[src/rtl/tmr_pkg.sv]
`timescale 1ns/1ps
package tmr_pkg;
   localparam int CTL_W   = 16;
   localparam int B_EN    = 15;
   localparam int B_DBG   = 10;
   localparam int B_CLR   = 9;
   localparam int B_SELHI = 8;
   localparam int B_SELLO = 6;
   localparam int B_MODHI = 5;
   localparam int B_MODLO = 4;
   localparam int B_IE    = 3;
   localparam int B_DOWN  = 2;
   localparam int B_WIDE  = 1;
   localparam int B_RLD   = 0;
   localparam int SEL_W   = B_SELHI - B_SELLO + 1;
   localparam int SEL_EXT = (1 << SEL_W) - 1;

   typedef enum logic [1:0] {
      M_FREE    = 2'd0,
      M_GATE_LO = 2'd1,
      M_GATE_HI = 2'd2,
      M_CHAIN   = 2'd3
   } mode_e;

   typedef struct packed {
      logic             en;
      logic             dbg_stop;
      logic             clr;
      logic [SEL_W-1:0] sel;
      mode_e            mode;
      logic             ie;
      logic             down;
      logic             wide;
      logic             rld;
   } ctl_t;

   function automatic ctl_t ctl_decode(input logic [CTL_W-1:0] w);
      ctl_t c;
      c.en       = w[B_EN];
      c.dbg_stop = w[B_DBG];
      c.clr      = w[B_CLR];
      c.sel      = w[B_SELHI:B_SELLO];
      c.mode     = mode_e'(w[B_MODHI:B_MODLO]);
      c.ie       = w[B_IE];
      c.down     = w[B_DOWN];
      c.wide     = w[B_WIDE];
      c.rld      = w[B_RLD];
      return c;
   endfunction
endpackage

[src/rtl/tmr_prescale.sv]
`timescale 1ns/1ps
module tmr_prescale #(
   parameter int DIV_STAGES = 6
) (
   input  logic                clk,
   input  logic                rst_n,
   output logic [DIV_STAGES:0] tick
);
   initial assert (DIV_STAGES >= 6)
      else $error("tmr_prescale: DIV_STAGES must cover divide-by-64");

   logic [DIV_STAGES-1:0] pcnt;

   always_ff @(posedge clk) begin
      if (!rst_n) pcnt <= '0;
      else        pcnt <= pcnt + 1'b1;
   end

   assign tick[0] = 1'b1;
   for (genvar k = 1; k <= DIV_STAGES; k++) begin : g_tick
      assign tick[k] = &pcnt[k-1:0];
   end

   // divide-by-2 enable never holds two cycles in a row
   p_div2_alternate_r3: assert property (@(posedge clk) disable iff (!rst_n)
      tick[1] |=> !tick[1]);
   // divide-by-4 enable is followed by three idle cycles
   p_div4_gap_r3: assert property (@(posedge clk) disable iff (!rst_n)
      tick[2] |=> !tick[2] ##1 !tick[2] ##1 !tick[2]);
endmodule

[src/rtl/tmr_sync.sv]
`timescale 1ns/1ps
module tmr_sync #(
   parameter int STAGES = 2
) (
   input  logic clk,
   input  logic rst_n,
   input  logic d,
   output logic q
);
   initial assert (STAGES >= 2)
      else $error("tmr_sync: at least two stages are required");

   logic [STAGES-1:0] sh;

   always_ff @(posedge clk) begin
      if (!rst_n) sh <= '0;
      else        sh <= {sh[STAGES-2:0], d};
   end

   assign q = sh[STAGES-1];
endmodule

[src/rtl/tmr_core.sv]
`timescale 1ns/1ps
module tmr_core import tmr_pkg::*; #(
   parameter int CNT_W    = 32,
   parameter int NARROW_W = 16
) (
   input  logic             clk,
   input  logic             rst_n,
   input  ctl_t             ctl,
   input  logic [CNT_W-1:0] rld_val,
   input  logic             ld,
   input  logic             step,
   output logic [CNT_W-1:0] cnt,
   output logic             flag,
   output logic             hit
);
   initial assert (NARROW_W > 0 && NARROW_W < CNT_W)
      else $error("tmr_core: NARROW_W must lie below CNT_W");

   localparam logic [CNT_W-1:0] NARROW_MASK = {{(CNT_W-NARROW_W){1'b0}}, {NARROW_W{1'b1}}};

   logic [CNT_W-1:0] mask, cur, nxt, tc, rld_m;
   logic             live;

   assign mask  = ctl.wide ? '1 : NARROW_MASK;
   assign cur   = cnt & mask;
   assign tc    = ctl.down ? '0 : mask;
   assign nxt   = (ctl.down ? cur - 1'b1 : cur + 1'b1) & mask;
   assign rld_m = rld_val & mask;
   assign live  = step && (cur != tc);
   assign hit   = live && (nxt == tc);

   always_ff @(posedge clk) begin
      if (!rst_n) begin
         cnt <= '0;
      end else if (ld) begin
         cnt <= rld_m;
      end else if (live) begin
         if (hit) cnt <= ctl.rld ? rld_m : tc;
         else     cnt <= nxt;
      end
   end

   always_ff @(posedge clk) begin
      if (!rst_n)       flag <= 1'b0;
      else if (hit)     flag <= 1'b1;
      else if (ctl.clr) flag <= 1'b0;
   end

   p_load_value_r2: assert property (@(posedge clk) disable iff (!rst_n)
      ld |=> cnt == ($past(rld_val) & $past(mask)));
   p_narrow_load_r6: assert property (@(posedge clk) disable iff (!rst_n)
      (ld && !ctl.wide) |=> cnt[CNT_W-1:NARROW_W] == '0);
   p_flag_sticky_r8: assert property (@(posedge clk) disable iff (!rst_n)
      (flag && !ctl.clr) |=> flag);
   p_flag_clear_r8: assert property (@(posedge clk) disable iff (!rst_n)
      (ctl.clr && !hit) |=> !flag);
   p_no_step_still_r7: assert property (@(posedge clk) disable iff (!rst_n)
      (!step && !ld) |=> $stable(cnt));
endmodule

[src/rtl/tmr_pair.sv]
`timescale 1ns/1ps
module tmr_pair import tmr_pkg::*; #(
   parameter int CNT_W       = 32,
   parameter int NARROW_W    = 16,
   parameter int DIV_STAGES  = 6,
   parameter int SYNC_STAGES = 2
) (
   input  logic             clk,
   input  logic             rst_n,
   input  logic [CTL_W-1:0] ctl0_i,
   input  logic [CTL_W-1:0] ctl1_i,
   input  logic [CNT_W-1:0] rld0_i,
   input  logic [CNT_W-1:0] rld1_i,
   input  logic [1:0]       ld_i,
   input  logic [1:0]       ext_evt_i,
   input  logic [1:0]       ext_gate_i,
   input  logic             dbg_halt_i,
   output logic [CNT_W-1:0] cnt0_o,
   output logic [CNT_W-1:0] cnt1_o,
   output logic [1:0]       flag_o,
   output logic [1:0]       irq_o
);
   localparam int NTMR  = 2;
   localparam int NSRC  = 1 << SEL_W;

   ctl_t             c_a   [NTMR];
   logic [CNT_W-1:0] rld_a [NTMR];
   logic [CNT_W-1:0] cnt_a [NTMR];
   logic [NTMR-1:0]  hit_a, step_a, flag_a;
   logic [NTMR-1:0]  gate_l, evt_l, evt_prev, evt_rise;
   logic [DIV_STAGES:0] tick;

   assign c_a[0]   = ctl_decode(ctl0_i);
   assign c_a[1]   = ctl_decode(ctl1_i);
   assign rld_a[0] = rld0_i;
   assign rld_a[1] = rld1_i;
   assign cnt0_o   = cnt_a[0];
   assign cnt1_o   = cnt_a[1];
   assign flag_o   = flag_a;

   tmr_prescale #(.DIV_STAGES(DIV_STAGES)) u_pre (
      .clk (clk),
      .rst_n (rst_n),
      .tick (tick)
   );

   always_ff @(posedge clk) begin
      if (!rst_n) evt_prev <= '0;
      else        evt_prev <= evt_l;
   end
   assign evt_rise = evt_l & ~evt_prev;

   for (genvar gi = 0; gi < NTMR; gi++) begin : g_tmr
      logic [NSRC-1:0] src;
      logic            base, chain_src, qual, halt_ok;

      tmr_sync #(.STAGES(SYNC_STAGES)) u_gsync (
         .clk (clk), .rst_n (rst_n), .d (ext_gate_i[gi]), .q (gate_l[gi])
      );
      tmr_sync #(.STAGES(SYNC_STAGES)) u_esync (
         .clk (clk), .rst_n (rst_n), .d (ext_evt_i[gi]), .q (evt_l[gi])
      );

      assign src  = {evt_rise[gi], tick[SEL_EXT-1:0]};
      assign base = src[c_a[gi].sel];

      if (gi == 1) begin : g_chain
         assign chain_src = hit_a[0];
      end else begin : g_nochain
         assign chain_src = base;
      end

      always_comb begin
         unique case (c_a[gi].mode)
            M_FREE:    qual = base;
            M_GATE_LO: qual = base & ~gate_l[gi];
            M_GATE_HI: qual = base & gate_l[gi];
            default:   qual = chain_src;
         endcase
      end

      assign halt_ok    = !(c_a[gi].dbg_stop && dbg_halt_i);
      assign step_a[gi] = c_a[gi].en && halt_ok && qual;
      assign irq_o[gi]  = flag_a[gi] & c_a[gi].ie;

      tmr_core #(.CNT_W(CNT_W), .NARROW_W(NARROW_W)) u_core (
         .clk     (clk),
         .rst_n   (rst_n),
         .ctl     (c_a[gi]),
         .rld_val (rld_a[gi]),
         .ld      (ld_i[gi]),
         .step    (step_a[gi]),
         .cnt     (cnt_a[gi]),
         .flag    (flag_a[gi]),
         .hit     (hit_a[gi])
      );

      p_hold_off_r1: assert property (@(posedge clk) disable iff (!rst_n)
         (!c_a[gi].en && !ld_i[gi]) |=> $stable(cnt_a[gi]));
      p_debug_freeze_r9: assert property (@(posedge clk) disable iff (!rst_n)
         (c_a[gi].en && c_a[gi].dbg_stop && dbg_halt_i && !ld_i[gi]) |=> $stable(cnt_a[gi]));
      p_gate_block_r5: assert property (@(posedge clk) disable iff (!rst_n)
         (c_a[gi].mode == M_GATE_HI && !gate_l[gi] && !ld_i[gi]) |=> $stable(cnt_a[gi]));
      p_hit_sets_flag_r7: assert property (@(posedge clk) disable iff (!rst_n)
         hit_a[gi] |=> flag_o[gi]);
      p_event_single_r4: assert property (@(posedge clk) disable iff (!rst_n)
         evt_rise[gi] |=> !evt_rise[gi]);
   end

   p_chain_idle_r10: assert property (@(posedge clk) disable iff (!rst_n)
      (c_a[1].mode == M_CHAIN && !hit_a[0] && !ld_i[1]) |=> $stable(cnt_a[1]));
endmodule

[config.mk]
export PLATFORM = sky130hd
export DESIGN_NAME = tmr_pair
export DESIGN_NICKNAME = d
export VERILOG_FILES = /design/src/rtl/tmr_pkg.sv /design/src/rtl/tmr_prescale.sv /design/src/rtl/tmr_sync.sv /design/src/rtl/tmr_core.sv /design/src/rtl/tmr_pair.sv
export SDC_FILE = /design/constraint.sdc
export NUM_CORES = 1
export LEC_CHECK = 0
export BUFFER_PORTS_ARGS = -buffer_cell sky130_fd_sc_hd__buf_4
export CORE_MARGIN = 4
export CORE_UTILIZATION = 40
export CTS_BUF_LIST = sky130_fd_sc_hd__clkbuf_8
export DETAILED_ROUTE_END_ITERATION = 16
export PLACE_DENSITY_LB_ADDON = 0.1
export SETUP_SLACK_MARGIN = 0.02
export SYNTH_ARGS = -nofsm -noshare
export SYNTH_HDL_FRONTEND = slang
export SYNTH_SLANG_ARGS = --single-unit
[constraint.sdc]
create_clock -name clk -period 6.31 [get_ports clk]
set_input_delay 1.262 -clock clk [delete_from_list [all_inputs] [get_ports clk]]
set_output_delay 1.262 -clock clk [all_outputs]
set_load 0.05 [all_outputs]
==> metrics.txt <==
setup TNS=0 ps; placed cell area=0.01155 mm²; TritonCTS Buffers=9; Hold Path Depth=1; Fillers=2,519; global-route wire length before repair=about 56,000 µm; share of layout cells above drive strength 1=0.1756; required time worst endpoint=around 6700 ps; total chip power=1.947 mW; Cell Chain, Critical Path=buf_4, buf_4, ha_1, a21oi_1, o21ai_0, a221o_1, a21oi_1, mux2_2, a2111oi_0, buf_4, nor4bb_1, a311oi_1, or3_2, buf_12, or4_4, nand3_1; vias per cell=6.115; worst skew pair latency=410 ps; commonest cells in the synthesized netlist=nand2_1, a21oi_1, dfxtp_1; setup violators final=0; postcts setup bufs=0; post-cts sizing count=0; number of flops mapped to enable cells by yosys=0; Die Y=165.5 µm; predominant post-synthesis flop cell=dfxtp_1; Hold EP=g_tmr[0].u_gsync.sh[1]; share of the synthesized area in the top cell type=0.1655; max cap viols=0; peak supply drop=0.09242 mV; CTS root buffer=clkbuf_8; clk slew on worst S/H paths=100 ps; GRT Total Usage=0.2555; clk sinks=82; post-cts hold buffer count=0; Iter 0 DRT Violations=873; Longest Clk Path Bufs=2; Die Area=between 0.02 and 0.03 mm²; Final nets=about 1,700; fin util=0.4836; Setup WS post-layout=758.5 ps; top post-synthesis cells by area=dfxtp_1, ha_1, a21oi_1, nand2_1, o21ai_0; largest net degree at the start of global routing=52; synth unique cells=85; average size of a mapped cell=approximately 7.3 µm²; antenna cells=0; initial antenna violation count=0; Cell Area, Synth=0.009921 mm²; final instance area=roughly 0.012 mm²; capture point of the worst reg-to-reg path=g_tmr[0].u_core.cnt[28]; Slowest-stage cell, CP=or3_2; Congestion Overflow GR=0; Residual DRC=0; Final Max Slew Viols=0; CP Launch Type=input port; Detailed Place HPWL=27,900 µm; H-tree Lvls=3; Final period util=0.8798; Total Wirelength=around 36,000 µm; cells after synthesis=between 1,000 and 1,500; CP most frequent cell=buf_4; hold_sp=g_tmr[0].u_gsync.sh[0]; RSZ-0062 raised after global routing=false; sequential area share after synthesis=0.1655; chip width=165.5 µm; top-count cell post-synth=nand2_1; synth-to-layout area growth=18.91%; Reg2Reg Launch Point=g_tmr[0].u_core.cnt[23]; kind of critical path=in -> reg; Hold Path Class=reg -> reg; total power per unit cell area=around 170 mW/mm²; I/O Buffers=164; YS warnings=0; P_leak=5.103 nW; Worst-Margin Slew=1116 ps; vias in the first global route=approximately 10,000; leading area contributor after synthesis=dfxtp_1; Post-Place Worst Slack=about 410 ps; antenna-violating nets left=0; fmax=180.1 MHz; crit end category=flip-flop; Net Count, Synth=1,534; status=finished clean; DR vias=11,140; Routed wire per std cell=19.84 µm; final setup skew=17.52 ps; gpl congestion=0.9532; Yosys reg bits=82; Fin. Hold Viols=0; First-pass DRT Iterations=5; ys async rst share=0; Initial Util=0.4067; core area=roughly 0.024 mm²; WP data arrival=5900 ps; fin crit period=5551 ps; r2r setup slk=between 1000 and 1500 ps; max_slew headroom=0.2534; CP max FO=33; largest stage delay on the critical path=approximately 570 ps; depth of the worst register-to-register path=15; # IOs=approximately 170; # rows=57; CTS tree=done
power by group:
part	total, mW	internal (mW)	switching, mW
logic	0.846	0.324	0.522
registers	0.581	0.547	0.0342
clock network	0.519	0.264	0.255
cell type report:
type | count | area, µm² | share of cell area
clock buffers | 9 | 123.9 | 0.01050
clock inverters | 6 | 115.1 | 0.009758
inverters | 37 | 138.9 | 0.01177
multi-input cells | 1155 | 7752 | 0.6572
flip-flops and latches | 82 | 1642 | 0.1392
well taps | 324 | 405.4 | 0.03437
repair buffers | 209 | 1619 | 0.1373
layout by cell type, fill, tap and decap left out, types with 8 or more instances in the layout:
| master | synthesis | final |
|---|---|---|
| a211o_1 | 19 | 19 |
| a211oi_1 | 12 | 12 |
| a21o_1 | 21 | 21 |
| a21oi_1 | 125 | 125 |
| a221o_1 | 17 | 17 |
| a22o_1 | 9 | 9 |
| a22oi_1 | 18 | 18 |
| a31oi_1 | 17 | 16 |
| and2_1 | 64 | 64 |
| and3_1 | 18 | 18 |
| and4_1 | 14 | 14 |
| buf_4 | 4 | 205 |
| clkbuf_8 | 0 | 9 |
| dfxtp_1 | 82 | 82 |
| ha_1 | 67 | 67 |
| inv_1 | 37 | 37 |
| mux2i_1 | 38 | 38 |
| nand2_1 | 135 | 135 |
| nand2b_1 | 30 | 30 |
| nand3_1 | 41 | 41 |
| nand4_1 | 27 | 27 |
| nor2_1 | 75 | 73 |
| nor2b_1 | 11 | 11 |
| nor3_1 | 31 | 31 |
| nor4_1 | 21 | 21 |
| o211ai_1 | 22 | 22 |
| o21a_1 | 18 | 18 |
| o21ai_0 | 81 | 81 |
| o21ai_1 | 26 | 26 |
| o221ai_2 | 8 | 8 |
| o22ai_1 | 9 | 9 |
| or3_1 | 9 | 8 |
| or4_1 | 8 | 8 |
| xnor2_1 | 24 | 24 |
| xor2_1 | 15 | 15 |
kinds of logic after synthesis:
kind of cell / synth area share
AO/OA/AOI/OAI: 0.3290
XOR/XNOR: 0.03443
adder cells (fa/ha/maj): 0.08854
buffers and inverters: 0.05436
flip-flops: 0.1655
multiplexers: 0.04893
AND/OR/NAND/NOR: 0.2792
routing by layer:
layer,vias to the layer above,GRT usage,routed length [µm]
met2,307,0.4339,17420
met1,5331,0.3394,16160
met5,-,0,0
li1,5446,-,-
met4,0,0.09111,994
met3,57,0.02184,1565
worst max-delay path: cells and delay by family:
kind                     cells  cell delay, ps
AND/OR/NAND/NOR              4            1530
AO/OA/AOI/OAI                6            1560
adder cells (fa/ha/maj)      1             250
multiplexers                 1             370
buffers and inverters        4             890
metrics by stage:
stage          instances  hold WS (ps)
2_1_floorplan       1360         411.9
3_3_place_gp        1807         414.7
3_5_place_dp        1807         418.3
4_1_cts             1822         443.8
5_1_grt             1822         482.9
6_report            1822         444.4
state kept, by name (all words and copies together) (netlist names):
name	flops
u_pre.pcnt	6
g_tmr.u_core.cnt	64
evt_prev	2
g_tmr.u_core.flag	2
g_tmr.u_esync.sh	4
g_tmr.u_gsync.sh	4
worst max path at each step:
| stage | startpoint | end | depth (start not counted) |
|---|---|---|---|
| 2_1_floorplan | ctl0_i[1] | g_tmr[1].u_core.cnt[16] | 18 |
| 3_3_place_gp | ctl0_i[2] | g_tmr[1].u_core.cnt[22] | 15 |
| 3_5_place_dp | ctl0_i[2] | g_tmr[0].u_core.cnt[28] | 14 |
| 4_1_cts | ctl0_i[2] | g_tmr[0].u_core.cnt[28] | 14 |
| 5_1_grt | ctl0_i[2] | g_tmr[1].u_core.cnt[22] | 13 |
| 6_report | ctl0_i[2] | g_tmr[0].u_core.cnt[28] | 16 |
(Power assumes the default switching activity.)
